### config.mk
export PLATFORM = sky130hd
export DESIGN_NAME = int_exec_alu
export DESIGN_NICKNAME = d
export VERILOG_FILES = /design/src/rtl/int_exec_alu.sv
export SDC_FILE = /design/constraint.sdc
export NUM_CORES = 1
export LEC_CHECK = 0
export ABC_CLOCK_PERIOD_IN_PS = 4400
export BUFFER_PORTS_ARGS = -buffer_cell sky130_fd_sc_hd__buf_2
export CAP_MARGIN = 20
export CORE_MARGIN = 2
export CORE_UTILIZATION = 60
export DETAILED_ROUTE_END_ITERATION = 16
export PLACE_DENSITY_LB_ADDON = 0.3
export REMOVE_ABC_BUFFERS = 1
export SYNTH_ARGS = -nofsm -noshare
export SYNTH_HDL_FRONTEND = slang
export SYNTH_SLANG_ARGS = --single-unit
### constraint.sdc
create_clock -name vclk -period 4.4
set_clock_uncertainty 0.2 [all_clocks]
set_input_delay 0.44 -clock vclk [all_inputs]
set_output_delay 0.44 -clock vclk [all_outputs]
set_load 0.05 [all_outputs]
### src/rtl/int_exec_alu.sv
module int_exec_alu #(
  parameter int DW      = 32,
  parameter int IW      = 16,
  parameter int OPW     = 6,
  parameter int SW      = 5,
  parameter bit REG_OUT = 1'b0
) (
  input  logic           clk,
  input  logic           rst_n,
  input  logic [OPW-1:0] opcode,
  input  logic [OPW-1:0] funct,
  input  logic [SW-1:0]  shamt,
  input  logic [DW-1:0]  src_a,
  input  logic [DW-1:0]  src_b,
  input  logic [IW-1:0]  imm,
  output logic [DW-1:0]  result,
  output logic           illegal
);
  localparam logic [OPW-1:0] OP_REG  = 6'h00;
  localparam logic [OPW-1:0] OP_ADDI = 6'h08;
  localparam logic [OPW-1:0] OP_SLTI = 6'h0A;
  localparam logic [OPW-1:0] OP_ANDI = 6'h0C;
  localparam logic [OPW-1:0] OP_ORI  = 6'h0D;
  localparam logic [OPW-1:0] OP_LUI  = 6'h0F;
  localparam logic [OPW-1:0] FN_SLL  = 6'h00;
  localparam logic [OPW-1:0] FN_SRL  = 6'h02;
  localparam logic [OPW-1:0] FN_SRA  = 6'h03;
  localparam logic [OPW-1:0] FN_ADD  = 6'h20;
  localparam logic [OPW-1:0] FN_SUB  = 6'h22;
  localparam logic [OPW-1:0] FN_AND  = 6'h24;
  localparam logic [OPW-1:0] FN_OR   = 6'h25;
  localparam logic [OPW-1:0] FN_NOR  = 6'h27;
  localparam logic [OPW-1:0] FN_SLT  = 6'h2A;
  localparam int             PAD     = DW - IW;

  wire [DW-1:0] imm_sx = {{PAD{imm[IW-1]}}, imm};
  wire [DW-1:0] imm_zx = {{PAD{1'b0}}, imm};
  wire          lt_reg = $signed(src_a) < $signed(src_b);
  wire          lt_imm = $signed(src_a) < $signed(imm_sx);
  wire [DW-1:0] sra_v  = DW'($signed(src_b) >>> shamt);

  logic [DW-1:0] comb_res;
  logic          comb_ill;

  always_comb begin
    comb_res = '0;
    comb_ill = 1'b0;
    case (opcode)
      OP_REG: begin
        case (funct)
          FN_ADD:  comb_res = src_a + src_b;
          FN_SUB:  comb_res = src_a - src_b;
          FN_AND:  comb_res = src_a & src_b;
          FN_OR:   comb_res = src_a | src_b;
          FN_NOR:  comb_res = ~(src_a | src_b);
          FN_SLT:  comb_res = {{(DW-1){1'b0}}, lt_reg};
          FN_SLL:  comb_res = src_b << shamt;
          FN_SRL:  comb_res = src_b >> shamt;
          FN_SRA:  comb_res = sra_v;
          default: comb_ill = 1'b1;
        endcase
      end
      OP_ADDI: comb_res = src_a + imm_sx;
      OP_SLTI: comb_res = {{(DW-1){1'b0}}, lt_imm};
      OP_ANDI: comb_res = src_a & imm_zx;
      OP_ORI:  comb_res = src_a | imm_zx;
      OP_LUI:  comb_res = {imm, {PAD{1'b0}}};
      default: comb_ill = 1'b1;
    endcase
  end

  generate
    if (REG_OUT) begin : g_reg
      always_ff @(posedge clk or negedge rst_n) begin
        if (!rst_n) begin
          result  <= '0;
          illegal <= 1'b0;
        end else begin
          result  <= comb_res;
          illegal <= comb_ill;
        end
      end

      a_r9_one_cycle: assert property (@(posedge clk) disable iff (!rst_n)
        1'b1 |=> (result == $past(comb_res)) && (illegal == $past(comb_ill)));
    end else begin : g_comb
      assign result  = comb_res;
      assign illegal = comb_ill;
    end
  endgenerate

  a_r8_illegal_zero: assert property (@(posedge clk) disable iff (!rst_n)
    illegal |-> (result == '0));

  a_r3_slt_single_bit: assert property (@(posedge clk) disable iff (!rst_n)
    ((opcode == OP_REG && funct == FN_SLT) || opcode == OP_SLTI)
      |-> (comb_res[DW-1:1] == '0 && !comb_ill));

  a_r1_sub_roundtrip: assert property (@(posedge clk) disable iff (!rst_n)
    (opcode == OP_REG && funct == FN_SUB) |-> (comb_res + src_b == src_a));

  a_r2_nor_complement: assert property (@(posedge clk) disable iff (!rst_n)
    (opcode == OP_REG && funct == FN_NOR)
      |-> (((comb_res & (src_a | src_b)) == '0) && ((comb_res | src_a | src_b) == '1)));

  a_r7_lui_low_clear: assert property (@(posedge clk) disable iff (!rst_n)
    (opcode == OP_LUI) |-> (comb_res[IW-1:0] == '0 && comb_res[DW-1:DW-IW] == imm));
endmodule

==> results.md <==
* Finished Layout Cells at 2,265
* Layout area overhead at 14.03%
* Residual DRC count at 0
* Crit path arrival time at around 3.8 ns
* Layout cell share with drive strength beyond 1 at 0.1967
* Worst path required time at ~3.8 ns
* Min Tclk post-route at 4.437 ns
* Worst-margin pin slew at slightly above 0.9 ns
* Flip-flop and latch count at 0
* Final Hold Viols at 0
* Mapped Area at approximately 0.013 mm²
* Final Cycle Share at 1.008
* First-pass GRT wire length at approximately 85 mm
* # clk buffers at 0
* Worst Path Max Fanout at 23
* Yosys cell types at 87
* DR pass1 iterations at 8
* Via density at 7.110
* Seq/Total Area, Yosys at 0
* Slew Viols, Final at 0
* Gr usage total at 0.4991
* Status: complete, but fails checks
* Post-layout nets at about 2,300
* Violated checks: setup timing
* Starting density of the core at 0.6150
* WL final at 57.22 mm
* IO Port Bufs at 130
* Die width at 148.5 µm
* MaxCap Viol Count at 0
* Vias in the first global route at 14,630
* Critical path origin: shamt[1]
* Post-DP HPWL at between 40 and 50 mm
* Slew headroom at 0.3748
* Fillers at 1,814
* Core box area at 0.02036 mm²
* Post-CTS Hold Buffers at 0
* Io pins at ~130
* Setup WS post-layout at -0.03665 ns
* Mapped Cells at 1,836
* Critical Path End Type: output port
* Setup violators final at 2
* Die Area at roughly 0.022 mm²
* Starting DRT DRC Count at 2,063
* Placed cell count at ~2,300
* CP Capture Point: result[19]
* GPL Wtd Cong at 1.074
* Sequential cell area at 0 µm²
* Class of the worst hold path: input pin to output port
* Die Ht at 148.5 µm
* Final instance area at between 0.01 and 0.015 mm²
* GRT overflow at 0
* CP startpoint kind: input pin
* Mean Syn Cell Area at 6.821 µm²
* Setup CP Type: input pin to output port
* Largest net degree at the start of global routing at 78
* WL per Instance at 25.26 µm
* Placement Cell Area at 0.01416 mm²
* FMAX at 225.4 MHz
* Row Count at 52
* Via Count at roughly 16,000
* Synth warn at 0
* Initial antenna violation count at 2
* Post-DRT Antenna Nets at 0
* Pre-CTS WS at 0.1320 ns
[layout make-up]
class	instances	area (µm²)	area share
diodes	2	5.005	0.0003505
inverters	150	566.8	0.03969
multi-input cells	1558	11500	0.8053
well taps	270	337.8	0.02366
repair buffers	285	1871	0.1310
[metal layers]
| metal | global-route usage | vias up | share of wire |
|---|---|---|---|
| met5 | 0 | - | 0 |
| li1 | - | 7118 | - |
| met4 | 0.2224 | 0 | 0.058 |
| met1 | 0.6667 | 7348 | 0.38 |
| met3 | 0.1442 | 275 | 0.15 |
| met2 | 0.7456 | 1363 | 0.41 |
[cell usage after synthesis (all sizes together), types with 16 or more instances]
cell,count,area (µm²)
o31ai,21,157.7
mux4,38,855.8
nor3,34,170.2
nor4,21,146.4
mux2i,87,870.8
o21ai,131,655.6
o22ai,16,100.1
buf,44,236.5
ha,175,2190
inv,147,551.8
a211oi,46,350.3
a21oi,171,863.3
nor2,210,790.8
nand2b,18,112.6
o21bai,23,172.7
nand2,131,491.7
mux2,25,281.5
or3,17,111.4
a221oi,22,198.9
clkbuf,84,315.3
xnor2,39,341.6
a31oi,41,256.5
a21o,23,172.7
nand3,38,190.2
o211ai,23,172.7
o221ai,18,157.7
[layout by cell type, fill, tap and decap left out, types with 10 or more instances in the layout]
master	instances
xnor2_1	39
mux4_2	38
nand3_1	38
nor2b_1	13
a31oi_1	40
o21ai_1	10
o221ai_1	17
a221oi_1	21
nand2_1	131
a211oi_1	45
xor2_1	12
o31ai_1	20
mux2_2	25
nand4_1	10
o21a_1	10
nor2_1	209
o211ai_1	23
a21o_1	23
o21bai_1	23
inv_1	145
buf_4	156
a21oi_1	169
buf_2	124
o22ai_1	16
nand2b_1	18
or3_1	16
o21ai_0	121
mux2i_1	85
nor3_1	32
ha_1	172
nor4_1	19
[through the flow]
step	hold slack [ns]	setup TNS, ns	util
floorplan	1.074	0	-
global placement	1.129	0	0.6956
detailed placement	1.133	0	0.6956
CTS	1.134	0	0.6956
global route	1.177	-0.2227	0.7010
finish	1.136	-0.04126	0.7012
[worst max-delay path, cell delays in order]
cell,delay [ns]
buf_4,0.21
buf_12,0.21
buf_4,0.21
nor2_1,0.24
o21ai_0,0.14
a211oi_1,0.71
a22oi_1,0.29
o21ai_0,0.23
a221oi_1,0.16
buf_4,0.17
o221ai_1,0.41
buf_2,0.36
[how the worst min path moves through the flow]
stage | startpoint | to | slack, ns | cells after the start
6_report | opcode[0] | illegal | 1.14 | 4
5_1_grt | opcode[5] | illegal | 1.18 | 4
4_1_cts | opcode[0] | illegal | 1.13 | 4
3_5_place_dp | opcode[0] | illegal | 1.13 | 4
3_3_place_gp | opcode[0] | illegal | 1.13 | 4
2_1_floorplan | opcode[0] | illegal | 1.07 | 2
[kinds of logic after synthesis]
kind of cell | synth area share
AOI/OAI and AO/OA | 0.3381
and+or+nand+nor | 0.1972
buffers and inverters | 0.08902
adders and majority gates | 0.1796
muxes | 0.1604
xor gates and xnor gates | 0.03567
[timing repair]
item                                    CTS  global route
setup buffers                             0             2
resized for setup                         0            23
endpoints found under the setup margin    0            13
